<file path="src/rtl/sqm_pkg.sv">
package sqm_pkg;

    localparam int QUEUES_DEF   = 32;
    localparam int LANE_W_DEF   = 8;
    localparam int DEV_ID_W_DEF = 3;

    typedef enum logic [1:0] {
        REQ_NONE    = 2'd0,
        REQ_TAKE    = 2'd1,
        REQ_RELEASE = 2'd2,
        REQ_CLASH   = 2'd3
    } sel_req_e;

    function automatic sel_req_e classify_req(input logic quad_stb,
                                              input logic rdq_stb,
                                              input logic id_hit);
        if (quad_stb && rdq_stb) return REQ_CLASH;
        if (!quad_stb)           return REQ_NONE;
        if (id_hit)              return REQ_TAKE;
        return REQ_RELEASE;
    endfunction

endpackage

</file>
<file path="src/rtl/sqm_req_decode.sv">
module sqm_req_decode
    import sqm_pkg::*;
#(
    parameter int DEV_ID_W = DEV_ID_W_DEF,
    parameter int QIDX_W   = 2,
    localparam int ADDR_W  = DEV_ID_W + QIDX_W
) (
    input  logic                quad_sel_stb,
    input  logic                rdq_sel_stb,
    input  logic [ADDR_W-1:0]   rd_addr,
    input  logic [DEV_ID_W-1:0] dev_id,
    output sel_req_e            req,
    output logic [QIDX_W-1:0]   req_quad
);
    logic id_hit;

    always_comb begin
        id_hit   = (rd_addr[ADDR_W-1 -: DEV_ID_W] == dev_id);
        req      = classify_req(quad_sel_stb, rdq_sel_stb, id_hit);
        req_quad = rd_addr[QIDX_W-1:0];
    end
endmodule

</file>
<file path="src/rtl/sqm_sel_reg.sv">
module sqm_sel_reg
    import sqm_pkg::*;
#(
    parameter int QIDX_W = 2
) (
    input  logic              clk,
    input  logic              rst,
    input  sel_req_e          req,
    input  logic [QIDX_W-1:0] req_quad,
    output logic [QIDX_W-1:0] quad_q,
    output logic              drive_q,
    output logic              clash_q
);
    always_ff @(posedge clk) begin
        if (rst) begin
            quad_q  <= '0;
            drive_q <= 1'b0;
            clash_q <= 1'b0;
        end else begin
            clash_q <= (req == REQ_CLASH);
            case (req)
                REQ_TAKE: begin
                    quad_q  <= req_quad;
                    drive_q <= 1'b1;
                end
                REQ_RELEASE: drive_q <= 1'b0;
                default: ;
            endcase
        end
    end
endmodule

</file>
<file path="src/rtl/sqm_lane_mux.sv">
module sqm_lane_mux #(
    parameter int QUEUES    = 32,
    parameter int LANE_W    = 8,
    localparam int NUM_QUAD = QUEUES / LANE_W,
    localparam int QIDX_W   = $clog2(NUM_QUAD)
) (
    input  logic [QUEUES-1:0] flags_n,
    input  logic [QIDX_W-1:0] quad,
    input  logic              small_cfg,
    output logic [LANE_W-1:0] lane_out
);
    logic [LANE_W-1:0] lanes [NUM_QUAD];

    for (genvar q = 0; q < NUM_QUAD; q++) begin : g_lane
        assign lanes[q] = flags_n[q*LANE_W +: LANE_W];
    end

    always_comb begin
        lane_out = small_cfg ? lanes[0] : lanes[quad];
    end
endmodule

</file>
<file path="src/rtl/stat_quad_mux.sv">
module stat_quad_mux
    import sqm_pkg::*;
#(
    parameter int QUEUES    = QUEUES_DEF,
    parameter int LANE_W    = LANE_W_DEF,
    parameter int DEV_ID_W  = DEV_ID_W_DEF,
    localparam int NUM_QUAD = QUEUES / LANE_W,
    localparam int QIDX_W   = $clog2(NUM_QUAD),
    localparam int ADDR_W   = DEV_ID_W + QIDX_W,
    localparam int CNT_W    = $clog2(QUEUES + 1)
) (
    input  logic                clk,
    input  logic                rst,
    input  logic [QUEUES-1:0]   flags_n,
    input  logic [ADDR_W-1:0]   rd_addr,
    input  logic                quad_sel_stb,
    input  logic                rdq_sel_stb,
    input  logic [DEV_ID_W-1:0] dev_id,
    input  logic [CNT_W-1:0]    queue_count,
    output logic [LANE_W-1:0]   stat_bus,
    output logic                stat_oe,
    output logic                sel_conflict
);
    sel_req_e          req;
    logic [QIDX_W-1:0] req_quad;
    logic [QIDX_W-1:0] cur_quad;
    logic              drive_q;
    logic              small_cfg;

    assign small_cfg = (queue_count <= CNT_W'(LANE_W));

    sqm_req_decode #(.DEV_ID_W(DEV_ID_W), .QIDX_W(QIDX_W)) u_dec (
        .quad_sel_stb (quad_sel_stb),
        .rdq_sel_stb  (rdq_sel_stb),
        .rd_addr      (rd_addr),
        .dev_id       (dev_id),
        .req          (req),
        .req_quad     (req_quad)
    );

    sqm_sel_reg #(.QIDX_W(QIDX_W)) u_sel (
        .clk      (clk),
        .rst      (rst),
        .req      (req),
        .req_quad (req_quad),
        .quad_q   (cur_quad),
        .drive_q  (drive_q),
        .clash_q  (sel_conflict)
    );

    sqm_lane_mux #(.QUEUES(QUEUES), .LANE_W(LANE_W)) u_mux (
        .flags_n   (flags_n),
        .quad      (cur_quad),
        .small_cfg (small_cfg),
        .lane_out  (stat_bus)
    );

    assign stat_oe = drive_q | small_cfg;
endmodule

</file>
<file path="config.mk">
export PLATFORM = sky130hd
export DESIGN_NAME = stat_quad_mux
export DESIGN_NICKNAME = d
export VERILOG_FILES = /design/src/rtl/sqm_pkg.sv /design/src/rtl/sqm_req_decode.sv /design/src/rtl/sqm_sel_reg.sv /design/src/rtl/sqm_lane_mux.sv /design/src/rtl/stat_quad_mux.sv
export SDC_FILE = /design/constraint.sdc
export NUM_CORES = 1
export LEC_CHECK = 0
export ABC_AREA = 1
export BUFFER_PORTS_ARGS = -buffer_cell sky130_fd_sc_hd__buf_2
export CAP_MARGIN = 5
export CORE_UTILIZATION = 39
export DETAILED_ROUTE_END_ITERATION = 8
export PLACE_DENSITY = 0.92
export SYNTH_ARGS = -nofsm -noshare
export SYNTH_HDL_FRONTEND = slang
export SYNTH_SLANG_ARGS = --single-unit
</file>
<file path="constraint.sdc">
create_clock -name clk -period 1.15 [get_ports clk]
set_clock_uncertainty 0.05 [all_clocks]
set_input_delay 0.0575 -clock clk [delete_from_list [all_inputs] [get_ports clk]]
set_output_delay 0.0575 -clock clk [all_outputs]
set_load 0.02 [all_outputs]
</file>
# Yosys cells after proc, flatten, opt, wreduce, memory -nomap -nowiden
# Index checks and enable logic that the tools add are counted.
dict set report totals {
  out_inout_bits 10
  rom_bits 0
  latch_bits 0
  ramBits 0
  regBits 4
  memories 0
  wordCells 30
}
dict set report op_classes {
  n_shift 0
  add_sub_neg 0
  muxes 17
  order_cmp 2
  n_bitwise 2
  multipliers 0
  n_reduce_logical 2
  n_eq_ne 4
  div 0
}
# op n
set ops {}
lappend ops {{two-way mux 8 bit} 3}
lappend ops {{binary-select mux 8 bit (select 2 bit)} 1}
lappend ops {{two-way mux 2 bit} 6}
lappend ops {{<= comparator 6 x 4 -> 1 bit, second input constant} 1}
lappend ops {{two-way mux 1 bit} 6}
lappend ops {{equality test 2 bit, second input constant} 2}
lappend ops {{equality test 3 bit} 1}
lappend ops {{greater-or-equal comparator 3 bit, second input constant} 1}
lappend ops {{inverter 2 -> 3 bit} 1}
lappend ops {{equality test 2 x 1 -> 1 bit, second input constant} 1}
lappend ops {{case mux 1 bit (2 select lines)} 1}
lappend ops {{nonzero test 2 bit} 1}
lappend ops {{logical AND 1 bit} 1}
lappend ops {{bitwise OR 1 bit} 1}

# Depth between registers and ports, before layout
# Gate-level depths: netlist of run 1.
dict set report depth {
  word_depth 10
  ltp_mapped 8
  ltp_nobuf 7
}

# Modules after synthesis
# From an unflattened synthesis of run 1, not the netlist that was laid out.
dict set report hier_totals {
  cells_unflattened 141
  hier_area_um2 683.2
}
# module area_per_inst_um2 cells_each n_inst
set by_module_without_submodules {}
lappend by_module_without_submodules {sqm_lane_mux 364.1 86 1}
lappend by_module_without_submodules {sqm_sel_reg 192.7 27 1}
lappend by_module_without_submodules {sqm_req_decode 87.6 19 1}
lappend by_module_without_submodules {stat_quad_mux 38.8 9 1}

# Worst setup path after synthesis of run 1
# Ideal clock, no wire load.
dict set report synth_timing {
  path_type {reg2out}
  from {register u_sel.quad_q[0]}
  to {output port stat_bus[0]}
  t_required_ns 1.043
  path_stages_with_launch 8
  arrival_time_ns 1.007
  n_path_buf 2
  path_slack_ns 0.035
  path_cell_list {dfxtp_1 buf_6 buf_6 o21ai_1 nand2_1 nand2_1 nand2_1 o21ai_1}
}
dict set report synth_between {
  elab_chain_len 5
}
# element line_no
set synth_lines {}
lappend synth_lines {{start, declared} sqm_sel_reg.sv:10} ;# output logic [QIDX_W-1:0] quad_q,
lappend synth_lines {{start signal, assigned} sqm_sel_reg.sv:23} ;# quad_q <= req_quad;
lappend synth_lines {{inverter 2 -> 3 bit (implied by the code)} sqm_lane_mux.sv:19} ;# lane_out = small_cfg ? lanes[0] : lanes[quad];
lappend synth_lines {{binary-select mux 8 bit (select 2 bit)} sqm_lane_mux.sv:19}
lappend synth_lines {{two-way mux 8 bit (implied by the code) (2 in series)} sqm_lane_mux.sv:19}
lappend synth_lines {{two-way mux 8 bit} sqm_lane_mux.sv:19}
lappend synth_lines {{end, declared} stat_quad_mux.sv:20} ;# output logic [LANE_W-1:0] stat_bus,
# Every way passes these cells. The select of a mux whose other input is x is not followed.

# Worst setup path after layout of run 1
dict set report layout_timing {
  from {register u_sel.quad_q[0]}
  to {output port stat_bus[1]}
}
# Same word-level chain as after synthesis.

==> out/metrics.csv, run 1 <==
stage,metric,value,unit
sta,final max-slew violation count,0,
critical_path,Top delay family on crit path,flip-flops,
grt,GR Overflow Total,0,
die,DIE WIDTH,45.77,µm
clocking,CTS buffer count,3,
cells_and_area,antenna cell count,0,
critical_path,Worst Path Required,1.04,ns
synth,post-synthesis sequential area ratio,10.72,%
critical_path,worst path bufs/invs,2,
critical_path,nature of the critical path endpoint,primary output,
cells_and_area,post-route cell area,0.001252,mm²
synth,synth unique cells,14,
grt,GR Util All Layers,21.13,%
detailed_routing,DR iter-0 viols,18,
critical_path,worst reg-to-reg path cell count,3,
cells_and_area,fraction of layout cells with a size suffix above 1,46.15,%
clocking,clock tree buffer depth,2,
detailed_routing,Routed WL,2309,µm
sta,fin crit share,126.3,%
critical_path,Worst path most repeated cell,nand2_1,
clocking,CTS root buf,clkbuf_4,
power,Max VDD drop,0.4728,mV
die,Rows,15,
worst_hold_path,Min-Delay Path Class,in2reg,
die,number of I/O pins,60,
detailed_routing,Via density,4.498,
synth,Mapped Cells,144,
sta,Setup-failing EPs final,8,
detailed_routing,number of antenna-violating nets in the routed design,0,
critical_path,worst r2r dst,u_sel.quad_q[0],
placed_design,placed instance area,0.001071,mm²
cells_and_area,final net count,260,
critical_path,reg-to-reg setup timing slack,0.29,ns
cells_and_area,Multi-input gate area,536.8,µm²
synth,Syn Area/Cell,5.187,µm²
placed_design,Buffers on Ports,59,
die,die height,45.77,µm
cells_and_area,Util after Layout,70.99,%
clocking,H-tree depth,1,
grt,largest net degree at the start of global routing,18,
grt,number of global-route vias before repair,842,
power,Leakage,0.7333,nW
detailed_routing,DRC,0,
die,core area,0.001764,mm²
flow_run,Max-cap violations,0,
detailed_routing,Vias,1048,
cells_and_area,Register Area,83.83,µm²
sta,final hold vios,0,
sta,final worst slack,-0.3024,ns
sta,slew of the pin with the lowest slew margin,0.2980,ns
die,Initial Util,42.34,%
sta,RSZ-0062 raised after global routing,yes,
clocking,# clock sinks,4,
worst_hold_path,hold depth,3,
power,total power draw,0.6909,mW
critical_path,Worst Setup Path Type,reg2out,
detailed_routing,DRT Pass-1 Iters,4,
placed_design,detailed placer's ending HPWL,1485,µm
sta,Slew headroom,80.06,%
synth,"flops & latches, synth",4,
cells_and_area,Synth-to-Final Area Change,67.67,%
clocking,Clock Pin Slew Worst Setup and Hold Paths,0.04,ns
detailed_routing,wire per inst,9.910,µm
sta,Fmax,0.6885,GHz
worst_hold_path,HP Start,quad_sel_stb,
synth,warnings from Yosys,0,
power,pwr dens,551.6,mW/mm²
critical_path,Critical Path Source,u_sel.quad_q[0],
cells_and_area,FILL cells,161,
critical_path,crit-path cells,clkbuf_16 -> o21ai_2 -> nand2_1 -> nand2_1 -> nand2_1 -> o21ai_1 -> buf_4,
synth,Post-Syn Area,747.0,µm²
critical_path,Worst setup SP type,flip-flop,
die,full die area,0.002094,mm²
worst_hold_path,Hold Path Sink,u_sel.clash_q,
clocking,CTS tree,yes,
grt,initial antenna violation count,0,
grt,first-pass GRT wire length,3229,µm
run_status,status,"complete, but fails checks",
critical_path,Reg-to-Reg Start,u_sel.quad_q[0],
placed_design,Final GP Congestion,0.6485,
sta,Final min period,1.452,ns
critical_path,critical path peak fanout,5,
critical_path,CP max-delay cell,dfxtp_4,
critical_path,max incr delay on CP,0.39,ns
synth,post-synthesis net count,194,
critical_path,crit path DAT,1.34,ns
run_status,failing checks,negative setup slack,
clocking,clock latency at the later pin of the worst-skew pair,0.24,ns
through the flow:
stage | hold slack [ns] | worst slack [ns] | TNS [ns] | instances
2_1_floorplan | 0.07901 | 0.03547 | 0 | 144
3_3_place_gp | 0.2049 | -0.02395 | -0.09110 | 226
3_5_place_dp | 0.2077 | -0.05423 | -0.2358 | 226
4_1_cts | 0.006967 | -0.2608 | -1.965 | 231
5_1_grt | 0.02957 | -0.4044 | -2.915 | 233
6_report | 0.01308 | -0.3024 | -2.207 | 233
flip-flops by register name (all words and copies together) (netlist names):
register	count
u_sel.clash_q	1
u_sel.drive_q	1
u_sel.quad_q	2
worst max path at each step:
stage             endpoint  cells after the start  slack (ns)
2_1_floorplan  stat_bus[0]                      7        0.04
3_3_place_gp   stat_bus[4]                      8       -0.02
3_5_place_dp   stat_bus[1]                      8       -0.05
4_1_cts        stat_bus[1]                      8       -0.26
5_1_grt        stat_bus[4]                      7       -0.40
6_report       stat_bus[1]                      7       -0.30
per-layer routing:
| metal | part of all wire [%] | up-vias | wire, µm | GRT usage [%] |
|---|---|---|---|---|
| met3 | 7.0 | 4 | 161 | 4.365 |
| met2 | 54 | 39 | 1236 | 39.14 |
| met4 | 0.82 | 0 | 19 | 7.059 |
| met5 | 0 | - | 0 | 0 |
| li1 | - | 565 | - | - |
| met1 | 39 | 440 | 891 | 23.63 |
power breakdown:
part | leakage, nW | total (mW) | internal [mW] | switching [mW]
Combinational | 0.686 | 0.362 | 0.176 | 0.186
Clock | 0.0138 | 0.183 | 0.117 | 0.0655
Sequential | 0.0333 | 0.147 | 0.142 | 0.00509
cells by family after synthesis:
logic type / Yosys count / share of synthesized area (%)
compound gates: 24 / 24.12
simple gates: 80 / 42.38
flops: 4 / 10.72
buf+inv: 36 / 22.78
tightest hold or removal path: cells and delay by family:
kind          cells  cell delay [ns]
buf+inv           1             0.11
simple gates      2             0.09
layout by cell type (no fill, tap or decap):
cell type      Yosys  layout
nand2_1           62      58
buf_2              1      51
inv_1             27      27
nor2_1            12      12
buf_4              1       9
o211ai_2           8       8
o21ai_2            0       8
o21ai_1           16       8
nand2_2            1       5
inv_2              3       3
nand3_1            3       3
clkbuf_4           0       3
dfxtp_1            4       3
clkbuf_16          0       2
buf_12             0       2
nor2_4             1       1
nor2_2             1       1
buf_16             0       1
dlygate4sd3_1      0       1
buf_8              0       1
dfxtp_4            0       1
area by class of cell:
cell class	count	share of cell area (%)
Clock buffer	3	1.798
Inverter	30	8.991
Multi-Input combinational cell	104	42.86
Sequential cell	4	6.693
Tap cell	25	2.498
Timing Repair Buffer	67	37.16
what timing repair did:
| action | 4_1_cts | 5_1_grt |
|---|---|---|
| buffers inserted | 0 | 0 |
| endpoints found under the hold margin | 2 | 0 |
| gates cloned | 1 | 2 |
| gates resized for setup | 16 | 9 |
| endpoints found under the setup margin | 8 | 8 |
| pin swaps | 0 | 5 |
| hold buffers | 1 | 0 |
synth_stat cells:
cell type / instances / area share, %
nand2_1: 62 / 31
nor2_4: 1 / 1.5
inv_2: 3 / 1.5
buf_2: 1 / 0.67
buf_6: 4 / 6.0
nor2_1: 12 / 6.0
nand3_1: 3 / 2.0
buf_4: 1 / 1.0
dfxtp_1: 4 / 11
nand2_2: 1 / 0.84
o21ai_1: 16 / 11
o211ai_2: 8 / 13
nor2_2: 1 / 0.84
inv_1: 27 / 14
No activity file was read; power rests on OpenSTA's default activity.
==> inputs of run 2 (changes only) <==
- CORE_UTILIZATION: 39 -> 35
- PLACE_DENSITY: 0.92 -> 0.88
- clock period: 1.15 -> 1.3 ns (I/O delays scaled with it)
==> run 2 against run 1 <==
  * The run still ends with negative setup slack left
  * Largest power group unchanged
  * Design area is 4.8% lower
  * Critical path depth stayed put
  * Non-clock buffer count is 2 lower
  * Via count is 2.9% lower
  * Hold slack better by 0.016 ns
  * Die area is 11% higher
  * Cell count stayed put
  * Global-route usage is 4.9 points lower
  * Clock-buffer cell count stayed put
  * Utilization is 11 points lower
  * Power is 15% lower
==> out/metrics.csv, run 2 (synthesis gave the netlist of run 1 again) <==
stage,metric,value,unit
detailed_routing,wire per inst,8.996,µm
sta,setup TNS,-0.8523,ns
sta,Setup-failing EPs final,8,
detailed_routing,Vias,1018,
cells_and_area,"commonest non-fill, non-tap cell in the layout",nand2_1,
die,DIE WIDTH,48.20,µm
cells_and_area,Biggest register,u_sel.quad_q,
critical_path,nature of the critical path endpoint,primary output,
grt,initial antenna violation count,0,
detailed_routing,Routed WL,2096,µm
critical_path,Worst setup SP type,flip-flop,
die,die height,48.20,µm
clocking,clock latency at the later pin of the worst-skew pair,0.23,ns
worst_hold_path,Min-Delay Path Class,in2reg,
run_status,status,"complete, but fails checks",
critical_path,Worst Path Required,1.19,ns
die,core area,0.001982,mm²
cells_and_area,Register Area,83.83,µm²
detailed_routing,number of antenna-violating nets in the routed design,0,
critical_path,crit path DAT,1.32,ns
power,Max VDD drop,0.7561,mV
sta,RSZ-0062 raised after global routing,yes,
die,Initial Util,37.69,%
grt,GR Util All Layers,16.26,%
clocking,CTS root buf,clkbuf_4,
sta,Fmax,0.6982,GHz
sta,fin crit share,110.2,%
detailed_routing,DRT Pass-1 Iters,4,
run_status,failing checks,negative setup slack,
cells_and_area,"commonest cells after routing, fill and taps aside","59 x nand2_1, 51 x buf_2, 27 x inv_1, 12 x nor2_1",
clocking,post-CTS setup buffer count,0,
placed_design,Buffers on Ports,59,
clocking,CTS tree,yes,
critical_path,critical path peak fanout,8,
sta,final max-slew violation count,0,
cells_and_area,fraction of layout cells with a size suffix above 1,44.17,%
grt,largest net degree at the start of global routing,18,
grt,first-pass GRT wire length,2656,µm
detailed_routing,Via density,4.369,
die,full die area,0.002323,mm²
grt,GR Overflow Total,0,
cells_and_area,FILL cells,198,
clocking,Clock Pin Slew Worst Setup and Hold Paths,0.04,ns
cells_and_area,Regs by FF count,"u_sel.quad_q (2), u_sel.clash_q (1), u_sel.drive_q (1)",
cells_and_area,antenna cell count,0,
detailed_routing,DRC,0,
cells_and_area,Multi-input gate area,526.8,µm²
clocking,CTS buffer count,3,
cells_and_area,final net count,258,
clocking,H-tree depth,1,
die,number of I/O pins,60,
clocking,clock tree buffer depth,2,
cells_and_area,Synth-to-Final Area Change,59.63,%
flow_run,Max-cap violations,0,
sta,final worst slack,-0.1322,ns
sta,final hold vios,0,
sta,Final min period,1.432,ns
placed_design,worst slack at placement,0.05051,ns
grt,number of global-route vias before repair,727,
sta,Slew headroom,80.04,%
placed_design,detailed placer's ending HPWL,1464,µm
placed_design,Final GP Congestion,0.6828,
sta,final hold slack,0.02902,ns
critical_path,Worst Setup Path Type,reg2out,
placed_design,Placed Cells,227,
cells_and_area,Final Non-Filler Cells,233,
die,Rows,16,
power,pwr dens,493.8,mW/mm²
power,total power draw,0.5888,mW
clocking,# clock sinks,4,
cells_and_area,max reg flops,2,
sta,slew of the pin with the lowest slew margin,0.2984,ns
power,Leakage,0.7092,nW
detailed_routing,DR iter-0 viols,19,
## run 2: cell count changes in the layout (fill, tap and decap cells not counted)
cell / before / now
o21ai_1: 8 / 10
nand2_1: 58 / 59
o21ai_2: 8 / 6
clkbuf_16: 2 / 1
buf_8: 1 / 0
buf_12: 2 / 1
nand2_2: 5 / 4
buf_4: 9 / 10
## run 2: area by class of cell
cell class | instances | share of cell area [%]
clock buffers | 3 | 1.889
inverters | 30 | 9.444
multi-input cells | 104 | 44.18
flip-flops and latches | 4 | 7.030
well taps | 27 | 2.833
repair buffers | 65 | 34.63
## run 2: repair_timing
| action | in CTS | in global routing |
|---|---|---|
| endpoints found under the hold margin | 2 | 0 |
| hold buffers | 1 | 0 |
| gates cloned | 1 | 1 |
| pin swaps | 0 | 3 |
| endpoints found under the setup margin | 8 | 8 |
| resized for setup | 16 | 4 |
## run 2: through the flow
| stage | instance area (µm²) | utilization [%] |
|---|---|---|
| 3_3_place_gp | 1054 | 53.16 |
| 3_5_place_dp | 1054 | 53.16 |
| 5_1_grt | 1192 | 60.16 |
| 4_1_cts | 1155 | 58.27 |
| 2_1_floorplan | 747.0 | - |
| 6_report | 1192 | 60.16 |
## run 2: worst paths after layout
path	from	to	slack, ns	depth (start not counted)
worst max-delay path	u_sel.quad_q[0]	stat_bus[0]	-0.13	7
worst min-delay path	quad_sel_stb	u_sel.clash_q	0.03	3
worst max register to register	u_sel.quad_q[1]	u_sel.quad_q[1]	0.54	3
worst min register to register	u_sel.quad_q[0]	u_sel.quad_q[0]	0.51	2
## run 2: layer usage
layer / global-route usage, % / vias to the layer above / part of all wire, %
li1: - / 562 / -
met1: 18.18 / 422 / 42
met2: 30.13 / 34 / 51
met3: 4.815 / 0 / 6.8
met4: 3.333 / 0 / 0
met5: 0 / - / 0
## run 2: report_power, final
group / total (mW) / internal (mW) / leakage, nW / switching (mW)
clock: 0.154 / 0.103 / 0.0138 / 0.0508
sequential: 0.128 / 0.125 / 0.0333 / 0.00322
combinational: 0.306 / 0.148 / 0.662 / 0.159
## run 2: critical path: stages, from the launching register on
cell and delay [ns]:
dfxtp_4 0.37, clkbuf_16 0.17, o21ai_2 0.13, nand2_1 0.07
nand2_1 0.06, nand2_1 0.04, o21ai_1 0.08, buf_4 0.16
